--- src/rtl/sigtap_pkg.sv ---
`timescale 1ns/1ps
package sigtap_pkg;
  localparam int unsigned WORD_W_DEF = 28;
  localparam int unsigned STEP_W_DEF = 11;
  localparam int unsigned CHAN_DEF   = 8;
  localparam int unsigned TX_W_DEF   = 24;
  localparam int unsigned SLOT_DEF   = 32;
  localparam int unsigned DIV_DEF    = 2;

  typedef enum logic {SIDE_LEFT = 1'b0, SIDE_RIGHT = 1'b1} side_e;
endpackage

--- src/rtl/sigtap_channel.sv ---
`timescale 1ns/1ps
module sigtap_channel #(
  parameter int unsigned DATA_W = sigtap_pkg::WORD_W_DEF,
  parameter int unsigned STEP_W = sigtap_pkg::STEP_W_DEF
) (
  input  logic              clk,
  input  logic              rst_n,
  input  logic              cfg_we,
  input  logic [STEP_W-1:0] cfg_step,
  input  logic              in_valid,
  input  logic [STEP_W-1:0] in_step,
  input  logic [DATA_W-1:0] in_data,
  output logic [DATA_W-1:0] cap_q
);
  logic [STEP_W-1:0] step_q;
  logic              hit;

  // Compare against the register value held before any same-cycle write.
  assign hit = in_valid && (in_step == step_q);

  always_ff @(posedge clk or negedge rst_n) begin
    if (!rst_n) begin
      step_q <= '0;
      cap_q  <= '0;
    end else begin
      if (cfg_we) step_q <= cfg_step;
      if (hit)    cap_q  <= in_data;
    end
  end

  // a match copies the presented word
  a_r2_latch_on_hit: assert property (@(posedge clk) disable iff (!rst_n)
    hit |=> (cap_q == $past(in_data)));

  // no match means the word is kept
  a_r3_hold_on_miss: assert property (@(posedge clk) disable iff (!rst_n)
    !hit |=> $stable(cap_q));

  // the step register changes only when this channel is written
  a_r4_step_private: assert property (@(posedge clk) disable iff (!rst_n)
    !cfg_we |=> $stable(step_q));
endmodule

--- src/rtl/sigtap_i2s_tx.sv ---
`timescale 1ns/1ps
module sigtap_i2s_tx #(
  parameter int unsigned DATA_W   = sigtap_pkg::WORD_W_DEF,
  parameter int unsigned OUT_W    = sigtap_pkg::TX_W_DEF,
  parameter int unsigned SLOT_W   = sigtap_pkg::SLOT_DEF,
  parameter int unsigned BCLK_DIV = sigtap_pkg::DIV_DEF
) (
  input  logic              clk,
  input  logic              rst_n,
  input  logic [DATA_W-1:0] left_in,
  input  logic [DATA_W-1:0] right_in,
  output logic              bclk,
  output logic              lrclk,
  output logic              sdata
);
  localparam int unsigned POS_W = $clog2(2 * SLOT_W);
  localparam int unsigned DIV_W = $clog2(BCLK_DIV + 1);
  localparam logic [POS_W-1:0] SLOT_POS = POS_W'(SLOT_W);
  localparam logic [POS_W-1:0] LAST_POS = POS_W'(2 * SLOT_W - 1);
  localparam logic [DIV_W-1:0] DIV_LAST = DIV_W'(BCLK_DIV - 1);

  logic [DIV_W-1:0]  div_q;
  logic [POS_W-1:0]  pos_q;
  logic [POS_W-1:0]  pos_nx;
  logic [POS_W-1:0]  slot_k;
  logic [DATA_W-1:0] sh_l, sh_r;
  logic              bclk_q, lr_q, sd_q;
  logic              half_tick, fall_tick, frame_start;
  sigtap_pkg::side_e side_nx;

  // Bit period k (1..OUT_W) of a slot carries word bit DATA_W-k. All others are zero.
  function automatic logic slot_bit(input logic [DATA_W-1:0] w, input logic [POS_W-1:0] k);
    logic b;
    b = 1'b0;
    for (int i = 1; i <= int'(OUT_W); i++)
      if (k == POS_W'(i)) b = w[DATA_W-i];
    return b;
  endfunction

  assign half_tick   = (div_q == DIV_LAST);
  assign fall_tick   = half_tick && bclk_q;
  assign pos_nx      = (pos_q == LAST_POS) ? '0 : pos_q + 1'b1;
  assign frame_start = fall_tick && (pos_nx == '0);
  assign side_nx     = (pos_nx >= SLOT_POS) ? sigtap_pkg::SIDE_RIGHT : sigtap_pkg::SIDE_LEFT;
  assign slot_k      = (pos_q >= SLOT_POS) ? pos_q - SLOT_POS : pos_q;

  always_ff @(posedge clk or negedge rst_n) begin
    if (!rst_n) begin
      div_q  <= '0;
      bclk_q <= 1'b0;
      pos_q  <= LAST_POS;
      lr_q   <= 1'b1;
      sd_q   <= 1'b0;
      sh_l   <= '0;
      sh_r   <= '0;
    end else begin
      div_q <= half_tick ? '0 : div_q + 1'b1;
      if (half_tick) bclk_q <= ~bclk_q;
      if (fall_tick) begin
        pos_q <= pos_nx;
        lr_q  <= side_nx;
        sd_q  <= (side_nx == sigtap_pkg::SIDE_RIGHT) ? slot_bit(sh_r, pos_nx - SLOT_POS)
                                                     : slot_bit(sh_l, pos_nx);
      end
      if (frame_start) begin
        sh_l <= left_in;
        sh_r <= right_in;
      end
    end
  end

  assign bclk  = bclk_q;
  assign lrclk = lr_q;
  assign sdata = sd_q;

  // word select moves only with a falling bit clock
  a_r6_lr_on_fall: assert property (@(posedge clk) disable iff (!rst_n)
    !$stable(lr_q) |-> $fell(bclk_q));

  // data line moves only with a falling bit clock
  a_r7_data_on_fall: assert property (@(posedge clk) disable iff (!rst_n)
    !$stable(sd_q) |-> $fell(bclk_q));

  // a one can only appear inside the payload bit periods
  a_r7_pad_zero: assert property (@(posedge clk) disable iff (!rst_n)
    sd_q |-> (slot_k >= POS_W'(1) && slot_k <= POS_W'(OUT_W)));

  // the frame copies are refreshed only at a frame start
  a_r8_frame_copy: assert property (@(posedge clk) disable iff (!rst_n)
    !frame_start |=> ($stable(sh_l) && $stable(sh_r)));

  // a frame start always drives word select low
  a_r8_start_left: assert property (@(posedge clk) disable iff (!rst_n)
    frame_start |=> !lr_q);
endmodule

--- src/rtl/sigtap_capture.sv ---
`timescale 1ns/1ps
module sigtap_capture #(
  parameter int unsigned DATA_W   = sigtap_pkg::WORD_W_DEF,
  parameter int unsigned STEP_W   = sigtap_pkg::STEP_W_DEF,
  parameter int unsigned NUM_CH   = sigtap_pkg::CHAN_DEF,
  parameter int unsigned OUT_W    = sigtap_pkg::TX_W_DEF,
  parameter int unsigned SLOT_W   = sigtap_pkg::SLOT_DEF,
  parameter int unsigned BCLK_DIV = sigtap_pkg::DIV_DEF
) (
  input  logic                      clk,
  input  logic                      rst_n,
  input  logic                      cfg_we,
  input  logic [$clog2(NUM_CH)-1:0] cfg_ch,
  input  logic [STEP_W-1:0]         cfg_step,
  input  logic                      in_valid,
  input  logic [STEP_W-1:0]         in_step,
  input  logic [DATA_W-1:0]         in_data,
  input  logic [$clog2(NUM_CH)-1:0] rd_sel,
  output logic [DATA_W-1:0]         rd_data,
  output logic                      ser_bclk,
  output logic                      ser_lrclk,
  output logic                      ser_data
);
  localparam int unsigned SEL_W    = $clog2(NUM_CH);
  localparam int unsigned NUM_HOST = NUM_CH - 2;
  localparam int unsigned LEFT_CH  = NUM_CH - 2;
  localparam int unsigned RIGHT_CH = NUM_CH - 1;
  localparam logic [SEL_W-1:0] HOST_LIM = SEL_W'(NUM_HOST);

  logic [NUM_CH-1:0][DATA_W-1:0] cap_all;
  logic [NUM_CH-1:0]             wr_sel;

  for (genvar c = 0; c < NUM_CH; c++) begin : g_chan
    assign wr_sel[c] = cfg_we && (cfg_ch == SEL_W'(c));
    sigtap_channel #(.DATA_W(DATA_W), .STEP_W(STEP_W)) u_chan (
      .clk      (clk),
      .rst_n    (rst_n),
      .cfg_we   (wr_sel[c]),
      .cfg_step (cfg_step),
      .in_valid (in_valid),
      .in_step  (in_step),
      .in_data  (in_data),
      .cap_q    (cap_all[c])
    );
  end

  // only the host channels are visible
  assign rd_data = (rd_sel < HOST_LIM) ? cap_all[rd_sel] : '0;

  sigtap_i2s_tx #(
    .DATA_W(DATA_W), .OUT_W(OUT_W), .SLOT_W(SLOT_W), .BCLK_DIV(BCLK_DIV)
  ) u_tx (
    .clk      (clk),
    .rst_n    (rst_n),
    .left_in  (cap_all[LEFT_CH]),
    .right_in (cap_all[RIGHT_CH]),
    .bclk     (ser_bclk),
    .lrclk    (ser_lrclk),
    .sdata    (ser_data)
  );

  // a write strobe reaches at most one channel
  a_r4_one_writer: assert property (@(posedge clk) disable iff (!rst_n)
    $onehot0(wr_sel));

  // the stereo channels never appear on the read port
  a_r5_stereo_hidden: assert property (@(posedge clk) disable iff (!rst_n)
    (rd_sel >= HOST_LIM) |-> (rd_data == '0));
endmodule

--- config.mk ---
export PLATFORM = sky130hd
export DESIGN_NAME = sigtap_capture
export DESIGN_NICKNAME = d
export VERILOG_FILES = /design/src/rtl/sigtap_pkg.sv /design/src/rtl/sigtap_channel.sv /design/src/rtl/sigtap_i2s_tx.sv /design/src/rtl/sigtap_capture.sv
export SDC_FILE = /design/constraint.sdc
export NUM_CORES = 1
export LEC_CHECK = 0
export BUFFER_PORTS_ARGS = -buffer_cell sky130_fd_sc_hd__buf_2
export CORE_ASPECT_RATIO = 0.75
export CORE_UTILIZATION = 35
export DETAILED_ROUTE_END_ITERATION = 8
export PLACE_DENSITY_LB_ADDON = 0.25
export REMOVE_ABC_BUFFERS = 1
export SLEW_MARGIN = 20
export SYNTH_ARGS = -nofsm -noshare
export SYNTH_HDL_FRONTEND = slang
export SYNTH_SLANG_ARGS = --single-unit
--- constraint.sdc ---
create_clock -name clk -period 4.8 [get_ports clk]
set_input_delay 0.48 -clock clk [delete_from_list [all_inputs] [get_ports clk]]
set_output_delay 0.48 -clock clk [all_outputs]
set_load 0.02 [all_outputs]
==> reports/metrics.yaml, run 1 <==
place_congestion: 0.905
skew_ns: 0.0306
place_area_um2: 18000
rows: 69
ys_warn_count: 0
crit_required_ns: 5.23
via_per_inst: 5.20
comb_power_share_pct: 9.8
maxSlewViolCount: 0
drive_gt1_share_pct: 39.9
drtAntennaViolNets: 0
crit_path_max_fanout: 34
n_fill_cell: 4398
multi_input_area_um2: 7300
drtIter0Drc: 671
synthFlopType: "dfrtp_1"
worst_ir_drop_vdd_uv: 238
drc_errors: 0
final_cells: 1965
cap_viol_max_count: 0
cts_setup_buffers: 0
fmax_mhz: 294
grt_first_pass_wirelength_mm: 63.7
final_cell_mix: "dfrtp_1 (356), mux2_2 (308), xnor2_1 (92), buf_2 (88), inv_1 (42)"
p_int_uw: 5390
final_net_count: 1362
cts_sinks: 363
cts_buffers: 39
wirelength_mm: 40.3
switchingPower_uw: 1740
p_leak_uw: 0.00891
cts.htree.levels: 2
netSwitchingFraction_pct: 24.4
critical_path_class: "reg2reg"
worstSetupStartpointType: "flip-flop"
finalSetupTns_ns: 0
worst_slew_pin_slew_ns: 1.07
n_antenna_cell: 0
vias: 10200
async_flop_share_pct: 100
cts_root_buf: "clkbuf_16"
cp-end-kind: "flip-flop"
cts_hold_buffers: 1
syn_to_final_growth_pct: 14.8
cts_tree: "done"
cts.clk_slew.worst_paths_ns: 0.06
overflow: 0
finalSetupViolCount: 0
wl_per_cell_um: 20.5
clk_latency_ns: 0.55
slew_headroom_pct: 28.2
pin_count: 91
netlist_instances: 1220
syn_area_um2: 16800
io_buffer_count: 90
dr.pass1.iters: 7
placed_cells: 1894
hpwl_mm: 25.8
core_um2: 47400
final_design_area_no_fill_um2: 19300
rsz0062_at_grt: "no"
hold_violations: 0
p_seq_share_pct: 48.0
power_frac_clock_pct: 42.2
cts-resized-gates: 0
initial_core_util_pct: 35.5
cts_buffer_depth: 3
avgSynthCellArea_um2: 13.8
arrival_ns: 3.83
die_w_um: 255
layout_commonest_cell: "dfrtp_1"
synth_seq_cells: 363
synth_cell_types: 64
grt_max_degree: 162
finalCriticalPeriod_ns: 3.40
grt.total_usage_pct: 17.1
dieHeight_um: 192
status: "complete, no violations"
antenna_found_initial: 2
dieArea_um2: 48900
first_global_vias: 10600
synth_edf_count: 0
ys_seq_area_share_pct: 54.1
power_density_nw_per_um2: 369
seqCellArea_um2: 9090
hp-class: "in2reg"
period_share_pct: 70.8
## cell usage after synthesis, drive strengths merged, types with 3 or more instances
master	instances	area [um2]
mux4	28	631
o32a	3	30.0
o211ai	3	22.5
nand2	23	86.3
clkbuf	39	148
a22oi	4	30.0
xnor2	92	806
dfstp	7	184
a221o	3	30.0
a21oi	12	60.1
nand2b	8	50.1
nor2b	5	31.3
o32ai	4	35.0
a221oi	4	35.0
nor2	20	75.1
or2	3	18.8
buf	32	165
a211oi	4	30.0
a31oi	4	25.0
nand3	6	30.0
inv	42	158
nor4	3	18.8
nand4b	4	35.0
ha	5	62.6
mux2	348	3920
nand4	26	163
dfrtp	356	8910
o21a	3	22.5
nor3	12	111
o21ai	21	105
o22ai	33	206
mux2i	28	280
nor3b	4	30.0
## power groups by stage
| stage | Clock [uW] | Sequential [uW] | Combinational, uW |
|---|---|---|---|
| floorplan | 0 | 3440 | 436 |
| global placement | 0 | 3460 | 694 |
| detailed placement | 0 | 3470 | 707 |
| CTS | 3110 | 3420 | 711 |
| global route | 3240 | 3450 | 768 |
| finish | 3000 | 3420 | 700 |
## area by class of cell
type                    instances  area share (%)
multi-input cells             743            37.8
clock buffers                  52            5.73
well taps                     639            4.15
clock inverters                18           0.980
repair buffers                107            3.33
inverters                      43           0.837
flip-flops and latches        363            47.1
## through the flow
stage | setup WS (ns) | utilization, % | power, uW | hold slack, ns
after global placement | 1.43 | 37.9 | 4160 | 0.430
after floorplan | 1.42 | - | 3870 | 0.184
after detailed placement | 1.37 | 37.9 | 4180 | 0.435
after CTS | 1.37 | 40.7 | 7240 | 0.234
final | 1.40 | 40.7 | 7120 | 0.263
after global routing | 1.14 | 40.7 | 7450 | 0.253
## logic make-up after synthesis
group / Yosys count / synth area share, %
mux: 404 / 28.7
fa+ha+maj: 5 / 0.372
buf+inv: 114 / 2.82
compound gates: 121 / 4.98
xor+xnor: 93 / 4.85
flops: 363 / 54.1
simple gates: 120 / 4.12
## critical path, stage by stage, from the launching register on
cell     delay (ns)
dfstp_2        0.63
ha_1           0.41
a21oi_1        0.15
o21ai_1        0.16
o31ai_1        0.11
or2_1          0.30
nor3_4         0.87
buf_12         0.29
mux2_2         0.36
## metal layers
| layer | share of wire [%] | wire length, um | GRT usage (%) | vias to the layer above |
|---|---|---|---|---|
| met5 | 0.062 | 25 | 0 | - |
| met4 | 1.5 | 607 | 3.80 | 4 |
| met3 | 4.1 | 1670 | 3.10 | 52 |
| met2 | 43 | 17300 | 25.0 | 184 |
| met1 | 51 | 20800 | 26.0 | 5372 |
| li1 | - | - | - | 4599 |
## sequential cells by signal (all words and copies together) (netlist names)
signal,count
u_tx.pos_q,6
u_tx.sh_r,24
g_chan.u_chan.cap_q,216
g_chan.u_chan.step_q,88
u_tx.div_q,2
u_tx.bclk,1
u_tx.sdata,1
u_tx.lrclk,1
u_tx.sh_l,24
## worst paths after layout
path	startpoint	cells past startpoint	slack (ns)	to
setup / recovery	u_tx.pos_q[0]	8	1.40	u_tx.sh_l[27]
max in group asynchronous	rst_n	3	2.96	g_chan[3].u_chan.cap_q[0]
hold / removal	in_data[2]	2	0.26	g_chan[0].u_chan.cap_q[2]
setup reg to reg	u_tx.pos_q[0]	8	1.40	u_tx.sh_l[27]
hold reg to reg	u_tx.div_q[0]	1	0.44	u_tx.div_q[0]
min in group asynchronous	rst_n	2	0.52	g_chan[4].u_chan.cap_q[16]
(Power assumes the default switching activity.)
==> inputs of run 2 (changes only) <==
Clock period 4.8 ns to 3.25 ns, I/O delays scaled along.
==> reports/metrics.yaml, run 2 (same netlist as run 1, synthesis figures left out) <==
power_density_nw_per_um2: 534  # was 369 nW/um2
via_per_inst: 5.18  # was 5.20
grt_first_pass_wirelength_mm: 65.4  # was 63.7 mm
hold_violations: 0  # unchanged
overflow: 0  # unchanged
place_congestion: 0.935  # was 0.905
largest_registers: "g_chan.u_chan.cap_q x216, g_chan.u_chan.step_q x88"  # unchanged
cts_buffers: 39  # unchanged
period_share_pct: 88.9  # was 70.8%
wl_per_cell_um: 21.0  # was 20.5 um
cts_tree: "done"  # unchanged
layout_commonest_cell: "dfrtp_1"  # unchanged
p_int_uw: 7820  # was 5390 uW
drtIter0Drc: 580  # was 671
largest_reg_flops: 216  # unchanged
finalCriticalPeriod_ns: 2.89  # was 3.40 ns
critical_path_class: "reg2reg"  # unchanged
final_net_count: 1384  # was 1362
cap_viol_max_count: 0  # unchanged
postLayoutSetupSlackWorst_ns: 0.360  # was 1.40 ns
finalSetupTns_ns: 0  # unchanged
cts-resized-gates: 0  # unchanged
fmax_mhz: 346  # was 294 MHz
comb_power_share_pct: 10.1  # was 9.8%
slew_headroom_pct: 43.5  # was 28.2%
drtAntennaViolNets: 0  # unchanged
crit_path_max_fanout: 14  # was 34
status: "complete, no violations"  # unchanged
netSwitchingFraction_pct: 24.5  # was 24.4%
arrival_ns: 3.34  # was 3.83 ns
cts_buffer_depth: 3  # unchanged
power_uw: 10300  # was 7120 uW
gr-max-usage-layer: "met1"  # unchanged
cts.clk_slew.worst_paths_ns: 0.06  # about the same
first_global_vias: 10600  # about the same
crit_required_ns: 3.70  # was 5.23 ns
dieArea_um2: 48900  # unchanged
met1_usage_pct: 26.8  # was 26.0%
cts_hold_buffers: 1  # unchanged
worst_ir_drop_vdd_uv: 330  # was 238 uV
worst_slew_pin_slew_ns: 0.845  # was 1.07 ns
switchingPower_uw: 2530  # was 1740 uW
wirelength_mm: 41.7  # was 40.3 mm
cts.htree.levels: 2  # unchanged
grt_max_degree: 88  # was 162
final_cell_mix: "dfrtp_1 (356), mux2_2 (308), xnor2_1 (92), buf_2 (88), inv_1 (42)"  # unchanged
p_seq_share_pct: 48.8  # was 48.0%
worstSetupStartpointType: "flip-flop"  # unchanged
hpwl_mm: 27.6  # was 25.8 mm
grt_use_met2_pct: 25.3  # was 25.0%
cts_root_buf: "clkbuf_16"  # unchanged
cts_sinks: 363  # unchanged
pin_count: 91  # unchanged
io_buffer_count: 90  # unchanged
vias: 10300  # was 10200
p_leak_uw: 0.00897  # was 0.00891 uW
finalSetupViolCount: 0  # unchanged
dr.pass1.iters: 5  # was 7
rows: 69  # unchanged
clk_latency_ns: 0.55  # about the same
initial_core_util_pct: 35.5  # unchanged
skew_ns: 0.0240  # was 0.0306 ns
power_frac_clock_pct: 41.1  # was 42.2%
hp-class: "in2reg"  # unchanged
syn_to_final_growth_pct: 15.3  # was 14.8%
drive_gt1_share_pct: 40.3  # was 39.9%
dieHeight_um: 192  # unchanged
die_w_um: 255  # unchanged
cp-end-kind: "flip-flop"  # unchanged
maxSlewViolCount: 0  # unchanged
n_antenna_cell: 0  # unchanged
rsz0062_at_grt: "no"  # unchanged
drc_errors: 0  # unchanged
largest_register: "g_chan.u_chan.cap_q"  # unchanged
preCtsSetupSlack_ns: 0.480  # was 1.37 ns
use_met3_pct: 3.32  # was 3.10%
cts_setup_buffers: 0  # unchanged
grt.total_usage_pct: 17.5  # was 17.1%
antenna_found_initial: 3  # was 2
whs_ns: 0.102  # was 0.263 ns
core_um2: 47400  # unchanged
[run 2: critical path, cell delays in order (launching register included)]
cell       delay, ns
dfstp_2         0.63
inv_1           0.12
ha_1            0.39
inv_1           0.22
o22ai_1         0.12
o31a_1          0.29
a2111oi_0       0.51
a211oi_1        0.10
o221a_2         0.29
o22ai_1         0.13
[run 2: area by class of cell]
cell class                      instances  area, um2
Multi-Input combinational cell        743       7300
Inverter                               43        161
Clock inverter                          9       60.1
Sequential cell                       363       9090
Fill cell                            4423      28000
Timing Repair Buffer                  129        808
Tap cell                              639        800
Clock buffer                           60       1140
[run 2: stage by stage]
stage / std cells / instance area, um2 / util [%]
global placement: 1916 / 18100 / 38.3
CTS: 1986 / 19400 / 40.9
floorplan: 1149 / 16500 / -
finish: 1986 / 19400 / 40.9
detailed placement: 1916 / 18100 / 38.3
global route: 1986 / 19400 / 40.9
[run 2: layer usage]
metal  routed length, um  part of all wire, %
met3                1700                  4.1
met2               17900                   43
met5                  40                0.096
met4                 755                  1.8
met1               21300                   51
[run 2: power groups by stage]
stage / logic, uW / clock network, uW / registers, uW
floorplan: 644 / 0 / 5080
global placement: 1040 / 0 / 5110
detailed placement: 1060 / 0 / 5130
CTS: 1060 / 4380 / 5050
global route: 1150 / 4550 / 5090
finish: 1040 / 4260 / 5050
[run 2: path summary, 6_finish.rpt]
kind                                               to  slack, ns  depth (start not counted)          start
max in group asynchronous  g_chan[0].u_chan.cap_q[15]       1.93                          3          rst_n
hold / removal              g_chan[4].u_chan.cap_q[1]       0.10                          2     in_data[1]
hold reg to reg                         u_tx.div_q[0]       0.44                          1  u_tx.div_q[0]
min in group asynchronous  g_chan[3].u_chan.cap_q[16]       0.43                          2          rst_n
setup / recovery                           u_tx.sdata       0.36                          9  u_tx.pos_q[0]
setup reg to reg                           u_tx.sdata       0.36                          9  u_tx.pos_q[0]
==> inputs of run 3 (changes only) <==
Settings changed: CAP_MARGIN set to 30.
Clock period 3.25 ns to 2.6 ns, I/O delays scaled along.
==> reports/metrics.yaml, run 3 (same netlist as run 1, synthesis figures left out) <==
wl_per_cell_um: 20.7  # was 21.0 um
vias: 10400  # was 10300
first_global_vias: 10700  # was 10600
crit_path_max_fanout: 19  # was 14
skew_ns: 0.0167  # was 0.0240 ns
r2r_start: "u_tx.pos_q[1]"  # was u_tx.pos_q[0]
drc_errors: 0  # unchanged
seqCellArea_um2: 9090  # unchanged
dieArea_um2: 48900  # unchanged
maxSlewViolCount: 0  # unchanged
comb_power_share_pct: 9.7  # was 10.1%
cts_sinks: 363  # unchanged
p_leak_uw: 0.00919  # was 0.00897 uW
p_seq_share_pct: 47.1  # was 48.8%
core_um2: 47400  # unchanged
arrival_ns: 2.90  # was 3.34 ns
finalCriticalPeriod_ns: 2.48  # was 2.89 ns
drtAntennaViolNets: 0  # unchanged
cts_tree: "done"  # unchanged
status: "complete, no violations"  # unchanged
finalSetupViolCount: 0  # unchanged
largest_reg_flops: 216  # unchanged
period_share_pct: 95.5  # was 88.9%
grt.total_usage_pct: 17.7  # was 17.5%
place_area_um2: 18400  # was 18100 um2
overflow: 0  # unchanged
drive_gt1_share_pct: 42.3  # was 40.3%
pin_count: 91  # unchanged
worst_slew_pin_slew_ns: 0.774  # was 0.845 ns
dieHeight_um: 192  # unchanged
n_fill_cell: 4395  # was 4423
switchingPower_uw: 3160  # was 2530 uW
cp-end-kind: "flip-flop"  # unchanged
layout_commonest_cell: "dfrtp_1"  # unchanged
fmax_mhz: 403  # was 346 MHz
antenna_found_initial: 1  # was 3
grt_first_pass_wirelength_mm: 65.8  # was 65.4 mm
final_cell_mix: "dfrtp_1 (356), mux2_2 (308), xnor2_1 (92), buf_2 (88), buf_4 (49)"  # was dfrtp_1 (356), mux2_2 (308), xnor2_1 (92), buf_2 (88), inv_1 (42)
clk_latency_ns: 0.54  # was 0.55 ns
hp-class: "in2reg"  # unchanged
worstSetupStartpointType: "flip-flop"  # unchanged
hold_violations: 0  # unchanged
multi_input_area_um2: 7320  # was 7300 um2
io_buffer_count: 90  # unchanged
initial_core_util_pct: 35.5  # unchanged
drtIter0Drc: 578  # was 580
cts_buffers: 39  # unchanged
place_congestion: 0.915  # was 0.935
syn_to_final_growth_pct: 18.2  # was 15.3%
largest_registers: "g_chan.u_chan.cap_q x216, g_chan.u_chan.step_q x88"  # unchanged
power_frac_clock_pct: 43.2  # was 41.1%
crit_required_ns: 3.01  # was 3.70 ns
hold_start: "in_data[3]"  # was in_data[1]
critical_path_class: "reg2reg"  # unchanged
cts.clk_slew.worst_paths_ns: 0.06  # about the same
critPathLaunch: "u_tx.pos_q[1]"  # was u_tx.pos_q[0]
slew_headroom_pct: 48.1  # was 43.5%
dr.pass1.iters: 5  # unchanged
netSwitchingFraction_pct: 23.6  # was 24.5%
worst_ir_drop_vdd_uv: 395  # was 330 uV
final_net_count: 1409  # was 1384
wirelength_mm: 41.6  # was 41.7 mm
n_antenna_cell: 0  # unchanged
largest_register: "g_chan.u_chan.cap_q"  # unchanged
hpwl_mm: 28.4  # was 27.6 mm
cap_viol_max_count: 0  # unchanged
grt_max_degree: 90  # was 88
cts.htree.levels: 2  # unchanged
cts_buffer_depth: 3  # unchanged
final_design_area_no_fill_um2: 19900  # was 19400 um2
final_util_pct: 41.9  # was 40.9%
power_density_nw_per_um2: 674  # was 534 nW/um2
die_w_um: 255  # unchanged
p_int_uw: 10200  # was 7820 uW
rows: 69  # unchanged
via_per_inst: 5.17  # was 5.18
cts_root_buf: "clkbuf_16"  # unchanged
run 3: cell types whose count changed in the layout (fill, tap and decap cells not counted), moves of 2 or more:
cell | previous run | this run
ha_2 | 0 | 3
ha_1 | 5 | 2
inv_6 | 3 | 1
buf_12 | 4 | 14
buf_4 | 35 | 49
clkinv_2 | 5 | 7
bufinv_16 | 0 | 4
clkbuf_1 | 12 | 7
clkinvlp_4 | 0 | 2
clkbuf_16 | 39 | 41
run 3: final timing paths:
kind / endpoint / slack (ns) / depth (start not counted)
max in group asynchronous: g_chan[4].u_chan.cap_q[18] / 1.53 / 3
worst min register to register: u_tx.div_q[0] / 0.44 / 1
min in group asynchronous: g_chan[3].u_chan.cap_q[16] / 0.24 / 2
worst max register to register: u_tx.sh_r[13] / 0.12 / 8
worst max-delay path: u_tx.sh_r[13] / 0.12 / 8
worst min-delay path: g_chan[5].u_chan.cap_q[3] / 0.04 / 2
run 3: power groups by stage:
stage	Combinational [uW]	Sequential (uW)	Clock, uW
2_1_floorplan	805	6350	0
5_1_grt	1440	6360	6190
3_3_place_gp	1300	6390	0
4_1_cts	1330	6310	5970
3_5_place_dp	1320	6410	0
6_report	1310	6310	5780
run 3: layer usage:
layer	up-vias	routed length (um)	global-route usage (%)
li1	4705	-	-
met4	2	476	3.32
met2	166	17800	25.5
met5	-	8	0
met3	46	1650	2.81
met1	5497	21600	27.8
run 3: cell type report:
type	count	share of cell area, %
Timing Repair Buffer	154	5.73
Clock inverter	15	0.983
Inverter	43	0.813
Sequential cell	363	45.8
Multi-Input combinational cell	743	36.9
Clock buffer	56	5.80
Tap cell	639	4.03
run 3: what timing repair did:
item	in CTS	in global routing
hold endpoints to repair	40	0
setup endpoints to repair	0	44
setup buffers	0	2
hold buffers	1	0
resized for setup	0	6
run 3: critical path, cell delays in order (launching register included):
cell     delay, ns
dfstp_2       0.56
ha_2          0.29
nand3_2       0.19
xnor2_1       0.29
nand2_1       0.14
nor3_4        0.21
buf_4         0.16
buf_12        0.17
mux2_1        0.33
run 3: metrics by stage:
step / std cells / power, uW / worst slack (ns) / setup TNS [ns] / hold WS [ns]
finish: 2013 / 13400 / 0.118 / 0 / 0.0353
global route: 2013 / 14000 / -0.000294 / -0.000294 / 0.0258
CTS: 2010 / 13600 / 0.00718 / 0 / 0.00760
detailed placement: 1938 / 7730 / 0.0310 / 0 / 0.209
global placement: 1938 / 7690 / 0.0368 / 0 / 0.207
floorplan: 1149 / 7150 / -0.780 / -34.74 / -0.0356
